$ cat src/rtl/bcd_adjust_pkg.sv
package bcd_adjust_pkg;

  localparam int ACC_W  = 8;
  localparam int WIDE_W = ACC_W + 2;   // signed headroom for range and sign tests
  localparam int NIB_W  = 4;

  // flag byte bit positions
  localparam int FB_SIGN  = 7;
  localparam int FB_ZERO  = 6;
  localparam int FB_HALF  = 4;
  localparam int FB_PAR   = 2;
  localparam int FB_SUB   = 1;
  localparam int FB_CARRY = 0;

  localparam logic [NIB_W-1:0]   LO_ADD_LIMIT = 4'd10;
  localparam logic [NIB_W-1:0]   LO_SUB_LIMIT = 4'd9;
  localparam logic [NIB_W-1:0]   LO_HALF_LIM  = 4'd6;
  localparam logic [ACC_W-1:0]   HI_SUB_LIMIT = 8'h99;
  localparam logic [ACC_W-1:0]   LO_STEP      = 8'h06;
  localparam logic [ACC_W-1:0]   HI_STEP      = 8'h60;

  typedef logic signed [WIDE_W-1:0] wide_t;
  typedef logic [ACC_W-1:0]         acc_t;

  localparam wide_t HI_ADD_LIMIT = wide_t'(10'sd160);

  function automatic wide_t widen(input acc_t v);
    return $signed({2'b00, v});
  endfunction

  function automatic wide_t step_if(input logic en, input acc_t amount);
    return en ? widen(amount) : wide_t'(0);
  endfunction

  function automatic logic even_parity(input acc_t v);
    return ~(^v);
  endfunction

  function automatic acc_t build_flags(input acc_t res, input logic h,
                                       input logic n, input logic c);
    acc_t f;
    f            = '0;
    f[FB_SIGN]   = res[ACC_W-1];
    f[FB_ZERO]   = (res == '0);
    f[FB_HALF]   = h;
    f[FB_PAR]    = even_parity(res);
    f[FB_SUB]    = n;
    f[FB_CARRY]  = c;
    return f;
  endfunction

endpackage

$ cat src/rtl/bcd_add_path.sv
module bcd_add_path
  import bcd_adjust_pkg::*;
(
  input  acc_t  acc,
  input  logic  half,
  input  logic  carry,
  output wide_t val,
  output logic  lo_hit,    // low digit out of range: +6 with half-carry set
  output logic  lo_adj,    // +6 applied for any reason
  output logic  hi_hit     // +0x60 applied, carry set
);
  wide_t mid;

  always_comb begin
    lo_hit = (acc[NIB_W-1:0] >= LO_ADD_LIMIT);
    lo_adj = lo_hit | half;
    mid    = widen(acc) + step_if(lo_adj, LO_STEP);
    hi_hit = (mid >= HI_ADD_LIMIT) | carry;
    val    = mid + step_if(hi_hit, HI_STEP);
  end
endmodule

$ cat src/rtl/bcd_sub_path.sv
module bcd_sub_path
  import bcd_adjust_pkg::*;
(
  input  acc_t  acc,
  input  logic  half,
  input  logic  carry,
  output wide_t val,
  output logic  hi_hit,    // -0x60 applied, carry set
  output logic  lo_adj,    // -6 applied
  output logic  half_set,  // -6 applied on a low digit below 6
  output logic  borrow     // went negative after -6 with no incoming half-carry
);
  wide_t mid;

  always_comb begin
    hi_hit   = (acc > HI_SUB_LIMIT) | carry;
    mid      = widen(acc) - step_if(hi_hit, HI_STEP);
    lo_adj   = (acc[NIB_W-1:0] > LO_SUB_LIMIT) | half;
    half_set = lo_adj & (acc[NIB_W-1:0] < LO_HALF_LIM);
    val      = mid - step_if(lo_adj, LO_STEP);
    borrow   = lo_adj & (val < 0) & ~half;
  end
endmodule

$ cat src/rtl/bcd_flag_gen.sv
module bcd_flag_gen
  import bcd_adjust_pkg::*;
(
  input  logic  sub,
  input  wide_t add_val,
  input  logic  add_h,
  input  logic  add_c,
  input  wide_t sub_val,
  input  logic  sub_h,
  input  logic  sub_c,
  output acc_t  res,
  output acc_t  flags
);
  logic h_sel;
  logic c_sel;

  always_comb begin
    res   = sub ? sub_val[ACC_W-1:0] : add_val[ACC_W-1:0];
    h_sel = sub ? sub_h : add_h;
    c_sel = sub ? sub_c : add_c;
    flags = build_flags(res, h_sel, sub, c_sel);
  end
endmodule

$ cat src/rtl/bcd_out_stage.sv
module bcd_out_stage
  import bcd_adjust_pkg::*;
#(
  parameter bit REG_OUT = 1'b1
) (
  input  logic clk,
  input  logic rst_n,
  input  acc_t d_acc,
  input  acc_t d_flags,
  output acc_t q_acc,
  output acc_t q_flags
);
  generate
    if (REG_OUT) begin : g_reg
      acc_t acc_r;
      acc_t flags_r;
      always_ff @(posedge clk) begin
        if (!rst_n) begin
          acc_r   <= '0;
          flags_r <= '0;
        end else begin
          acc_r   <= d_acc;
          flags_r <= d_flags;
        end
      end
      assign q_acc   = acc_r;
      assign q_flags = flags_r;
    end else begin : g_comb
      logic unused_clk;
      assign unused_clk = clk ^ rst_n;
      assign q_acc   = d_acc;
      assign q_flags = d_flags;
    end
  endgenerate
endmodule

$ cat src/rtl/bcd_adjust.sv
module bcd_adjust
  import bcd_adjust_pkg::*;
#(
  parameter bit REG_OUT = 1'b1
) (
  input  logic       clk,
  input  logic       rst_n,
  input  logic [7:0] acc_in,
  input  logic       sub_in,
  input  logic       half_in,
  input  logic       carry_in,
  output logic [7:0] acc_out,
  output logic [7:0] flags_out
);
  // named internal events
  wide_t add_val;
  wide_t sub_val;
  logic  add_lo_hit;
  logic  add_lo_adj;
  logic  add_hi_hit;
  logic  sub_hi_hit;
  logic  sub_lo_adj;
  logic  sub_half_set;
  logic  sub_borrow;
  acc_t  nxt_acc;
  acc_t  nxt_flags;

  bcd_add_path u_add (
    .acc    (acc_in),
    .half   (half_in),
    .carry  (carry_in),
    .val    (add_val),
    .lo_hit (add_lo_hit),
    .lo_adj (add_lo_adj),
    .hi_hit (add_hi_hit)
  );

  bcd_sub_path u_sub (
    .acc      (acc_in),
    .half     (half_in),
    .carry    (carry_in),
    .val      (sub_val),
    .hi_hit   (sub_hi_hit),
    .lo_adj   (sub_lo_adj),
    .half_set (sub_half_set),
    .borrow   (sub_borrow)
  );

  bcd_flag_gen u_flags (
    .sub     (sub_in),
    .add_val (add_val),
    .add_h   (add_lo_hit),
    .add_c   (add_hi_hit),
    .sub_val (sub_val),
    .sub_h   (sub_half_set),
    .sub_c   (sub_hi_hit | sub_borrow),
    .res     (nxt_acc),
    .flags   (nxt_flags)
  );

  bcd_out_stage #(.REG_OUT(REG_OUT)) u_out (
    .clk     (clk),
    .rst_n   (rst_n),
    .d_acc   (nxt_acc),
    .d_flags (nxt_flags),
    .q_acc   (acc_out),
    .q_flags (flags_out)
  );
endmodule

$ cat config.mk
export PLATFORM = sky130hd
export DESIGN_NAME = bcd_adjust
export DESIGN_NICKNAME = d
export VERILOG_FILES = /design/src/rtl/bcd_adjust_pkg.sv /design/src/rtl/bcd_add_path.sv /design/src/rtl/bcd_sub_path.sv /design/src/rtl/bcd_flag_gen.sv /design/src/rtl/bcd_out_stage.sv /design/src/rtl/bcd_adjust.sv
export SDC_FILE = /design/constraint.sdc
export NUM_CORES = 1
export LEC_CHECK = 0
export BUFFER_PORTS_ARGS = -buffer_cell sky130_fd_sc_hd__buf_2
export CAP_MARGIN = 20
export CORE_MARGIN = 2
export CORE_UTILIZATION = 30
export CTS_CLUSTER_DIAMETER = 100
export DETAILED_ROUTE_END_ITERATION = 8
export RECOVER_POWER = 100
export SYNTH_ARGS = -nofsm -noshare
export SYNTH_HDL_FRONTEND = slang
export SYNTH_HIERARCHICAL = 1
export SYNTH_SLANG_ARGS = --single-unit
$ cat constraint.sdc
create_clock -name clk -period 5.1 [get_ports clk]
set_input_delay 0.51 -clock clk [delete_from_list [all_inputs] [get_ports clk]]
set_output_delay 0.51 -clock clk [all_outputs]
set_load 0.03 [all_outputs]
==> flow_summary.json, run 1 <==
{
  "outcome": "completed",
  "final_cell_mix": "inv_1, clkbuf_1, dfxtp_1",
  "drv_cap": 0,
  "final_nets": 190,
  "antenna_found_initial": 0,
  "powerDensity_nw_per_um2": 278,
  "die_y_microns": 69.5,
  "setup_viol": 0,
  "clockBufferDepth": 2,
  "hold_depth": 2,
  "final_util_pct": 35.1,
  "place_hpwl_microns": 1770,
  "p_leak_uw": 0.000684,
  "wl_met3_microns": 135,
  "drcViolationCount": 0,
  "die_w_microns": 69.5,
  "min-delay-start": "rst_n",
  "tns_ns": 0,
  "netlist_area_sq_um": 1290,
  "rsz0062_at_grt": "false",
  "total_power_uw": 395,
  "endpoint_kind": "flip-flop",
  "vias_per_cell": 4.30,
  "drt_iter0_drc": 20,
  "synthToLayoutAreaGrowth_pct": 10.4,
  "max_freq_ghz": 0.242,
  "gr-usage-all-layers_pct": 8.81,
  "overflow": 0,
  "period_share_pct": 81.1,
  "rows": 23,
  "final_common_cell": "inv_1",
  "start_kind": "input pin",
  "crit_type": "in -> reg",
  "grt_pass1_wl_microns": 3590,
  "cts_resized": 0,
  "die-area_sq_um": 4840,
  "drive_gt1_share_pct": 20.0,
  "cts.sinks": 16,
  "syn_inst": 138,
  "relSlewSlack_pct": 52.0,
  "antennaDiodeCount": 0,
  "core_area_sq_um": 4060,
  "wl_met1_microns": 1090,
  "multiInputGateArea_sq_um": 798,
  "cts_setup_buffers": 0,
  "final_area_sq_um": 1420,
  "clk_pin_slew_ns": 0.05,
  "fillers": 439,
  "postRouteWirelength_microns": 2070,
  "vdd_drop_max_uv": 78.6,
  "final_hold_viol_count": 0,
  "cts_max_level": 1,
  "cts_tree": "built",
  "hold_class": "in -> reg",
  "wl_met2_microns": 823,
  "vias": 902,
  "cp_max_fo": 8,
  "grt_max_degree": 17,
  "placed_cell_area_sq_um": 1410,
  "ctsHoldBuffers": 0,
  "cts_buffers": 3,
  "ff_latch_area_sq_um": 320,
  "finalMaxSlewViolations": 0,
  "arrival_ns": 4.27,
  "port_buffers": 28,
  "start_util_pct": 31.8,
  "routed.top_layer": "met4",
  "worstPathRequired_ns": 5.23,
  "ant_nets": 0,
  "wire_per_inst_microns": 9.86,
  "holdWs_ns": 0.634,
  "drt_pass1_iterations": 4,
  "layout_min_cycle_time_ns": 4.14,
  "grt_pass1_vias": 831,
  "min_to": "u_out/q_acc[4]",
  "ys_warn_count": 6,
  "cts_root_buf": "clkbuf_8",
  "syn_area_per_cell_sq_um": 9.34,
  "ios": 29,
  "gp_congestion": 0.748,
  "worst_pin_slew_ns": 0.720
}
-- per-layer routing --
layer  vias to the layer above  global-route usage (%)
met2                        26                    14.1
met5                         -                       0
met1                       390                    12.1
met3                         4                    1.45
li1                        482                       -
met4                         0                    2.61
-- worst max-delay path by stage --
stage,startpoint,end,depth (start not counted)
4_1_cts,acc_in[3],u_out/q_flags[2],19
2_1_floorplan,acc_in[2],u_out/q_flags[2],18
6_report,acc_in[2],u_out/q_flags[2],19
3_3_place_gp,acc_in[3],u_out/q_flags[2],19
3_5_place_dp,acc_in[3],u_out/q_flags[2],19
5_1_grt,acc_in[2],u_out/q_flags[2],19
-- through the flow --
step / worst slack, ns / std cells
global placement: 0.908 / 207
floorplan: 1.45 / 139
detailed placement: 0.839 / 207
finish: 0.965 / 210
CTS: 1.09 / 210
global route: 0.499 / 210
-- cell type report --
cell class / count / area share [%]
clock buffer: 3 / 2.90
inverter: 22 / 5.80
multi-input combinational: 91 / 56.1
sequential: 16 / 22.5
tap: 50 / 4.40
timing repair buffer: 28 / 8.27
-- worst max-delay path: stages --
cell and delay, ns:
clkbuf_1 0.30, o21a_1 0.19, or2_2 0.13, ha_1 0.16
inv_1 0.05, fa_1 0.44, nand3b_1 0.21, xnor2_1 0.22
nor3_1 0.09, o21ai_0 0.23, ha_1 0.19, inv_1 0.05
fa_1 0.37, xor2_1 0.17, mux2i_1 0.23, ha_1 0.29
xnor2_1 0.18, xnor2_1 0.08, and2_2 0.18
-- where the power goes --
group / internal (uW) / leakage (uW) / switching [uW]
combinational: 70.1 / 0.000529 / 94.0
clock: 52.1 / 0.0000216 / 35.4
sequential: 140 / 0.000133 / 3.43
-- registers in the layout, indices dropped and copies added (netlist names) --
register / flops
u_out/q_flags: 8
u_out/q_acc: 8
No activity file was read; power rests on OpenSTA's default activity.
==> run 2, diff against run 1 <==
==> constraint.sdc (replaced) <==
create_clock -name clk -period 3.5 [get_ports clk]
set_input_delay 0.35 -clock clk [delete_from_list [all_inputs] [get_ports clk]]
set_output_delay 0.35 -clock clk [all_outputs]
set_load 0.03 [all_outputs]
==> run 2 against run 1 <==
  * Power increased by 71%
  * Via count rose by 11%
  * Worst setup slack worse by 0.89 ns
  * Die area is the same
  * Critical path depth is the same
  * Utilization increased by 7.4 points
  * Critical endpoint unchanged
  * Sequential power is 45% higher
  * Largest cell class unchanged
  * Largest power group unchanged
  * Sequential share of layout area down 3.9 points
  * Final cell count increased by 12%
  * Combinational power grew 90%
  * Highest routed layer unchanged
==> flow_summary.json, run 2 (synthesis results as in run 1) <==
{
  "layout_min_cycle_time_ns": 3.43,
  "clockBufferDepth": 2,
  "routed.top_layer": "met4",
  "cts.sinks": 16,
  "wire_per_inst_microns": 9.96,
  "die-area_sq_um": 4840,
  "crit_slowest_cell": "fa_2",
  "wl_met2_microns": 1030,
  "outcome": "completed",
  "cts_buffers": 3,
  "start_kind": "input pin",
  "p_leak_uw": 0.000892,
  "grt_max_degree": 17,
  "gr-usage-all-layers_pct": 10.2,
  "port_buffers": 28,
  "final_common_cell": "buf_2",
  "final_cell_mix": "buf_2, buf_4, inv_1",
  "drcViolationCount": 0,
  "period_share_pct": 98.0,
  "final_nets": 214,
  "drv_cap": 0,
  "wl_met1_microns": 1120,
  "hold_class": "in -> reg",
  "powerDensity_nw_per_um2": 393,
  "placed_cell_area_sq_um": 1570,
  "grt_pass1_vias": 944,
  "vdd_drop_max_uv": 147,
  "start_util_pct": 31.8,
  "critPathBufInv": 4,
  "path_delay_family": "adder cells",
  "place_hpwl_microns": 1940,
  "final_area_sq_um": 1720,
  "cp_max_fo": 3,
  "rows": 23,
  "overflow": 0,
  "gp_congestion": 0.761,
  "cts_max_level": 1,
  "ant_nets": 0,
  "synthToLayoutAreaGrowth_pct": 33.8,
  "path_depth": 19,
  "hold_depth": 2,
  "drive_gt1_share_pct": 48.1,
  "antenna_found_initial": 0,
  "max_freq_ghz": 0.292,
  "drt_pass1_iterations": 4,
  "holdWs_ns": 0.464,
  "wl_met3_microns": 133,
  "vias": 997,
  "final_hold_viol_count": 0,
  "crit_type": "in -> reg",
  "antennaDiodeCount": 0,
  "postRouteWirelength_microns": 2340,
  "arrival_ns": 3.58,
  "cts_root_buf": "clkbuf_8",
  "die_y_microns": 69.5,
  "setup_viol": 0,
  "total_power_uw": 677,
  "rsz0062_at_grt": "true",
  "slowest_delay_ns": 0.57,
  "vias_per_cell": 4.24,
  "path_cells": "buf_6 > o21a_1 > or2_4 > ha_4 > inv_2 > fa_2 > nand3b_1 > xnor2_2 > nor3_2 > o21ai_1 > ha_2 > inv_2 > fa_2 > inv_2 > mux2i_2 > ha_1 > xnor2_1 > xnor2_1 > and2_4",
  "core_area_sq_um": 4060,
  "worstPathRequired_ns": 3.65,
  "endpoint_kind": "flip-flop",
  "ctsHoldBuffers": 0,
  "finalMaxSlewViolations": 0,
  "drt_iter0_drc": 25,
  "cpMostUsedCell": "inv_2",
  "ios": 29,
  "die_w_microns": 69.5,
  "cts_tree": "built",
  "clk_pin_slew_ns": 0.06,
  "grt_pass1_wl_microns": 3990
}
run 2: cell count changes in the layout (fill, tap and decap cells not counted), sizes merged:
cell	previous run	this run
buf	10	52
clkbuf	21	4
run 2: through the flow:
stage / TNS, ns / setup WS, ns / util (%) / instances
after global routing: -0.0671 / -0.0671 / 42.5 / 235
after CTS: 0 / 0.0197 / 40.2 / 232
after floorplan: 0 / 0.00964 / - / 139
final: 0 / 0.0703 / 42.5 / 235
after global placement: -0.325 / -0.263 / 38.7 / 228
after detailed placement: -0.370 / -0.292 / 38.7 / 228
run 2: path summary, 6_finish.rpt:
path | startpoint | endpoint | slack (ns)
min | rst_n | u_out/q_flags[2] | 0.46
max | acc_in[1] | u_out/q_flags[2] | 0.07
run 2: cell type report:
cell class / instances / area, sq um
Clock buffer: 4 / 55.1
Fill cell: 414 / 2330
Inverter: 22 / 82.6
Multi-Input combinational cell: 91 / 865
Sequential cell: 16 / 320
Tap cell: 50 / 62.6
Timing Repair Buffer: 52 / 339
run 2: metal layers:
layer / up-vias / global-route usage (%)
li1: 530 / -
met1: 435 / 12.5
met2: 28 / 16.6
met3: 4 / 1.60
met4: 0 / 6.54
met5: - / 0
run 2: timing repair:
item | in CTS | in global routing
cloned | 0 | 0
pin swaps | 0 | 15
setup endpoints to repair | 1 | 1
setup buffers | 0 | 3
gates resized for setup | 1 | 19
endpoints found under the hold margin | 0 | 0
run 2: report_power, final:
part | switching, uW | internal, uW
logic | 155 | 156
registers | 4.24 | 204
clock network | 58.7 | 99.7
total | 218 | 459
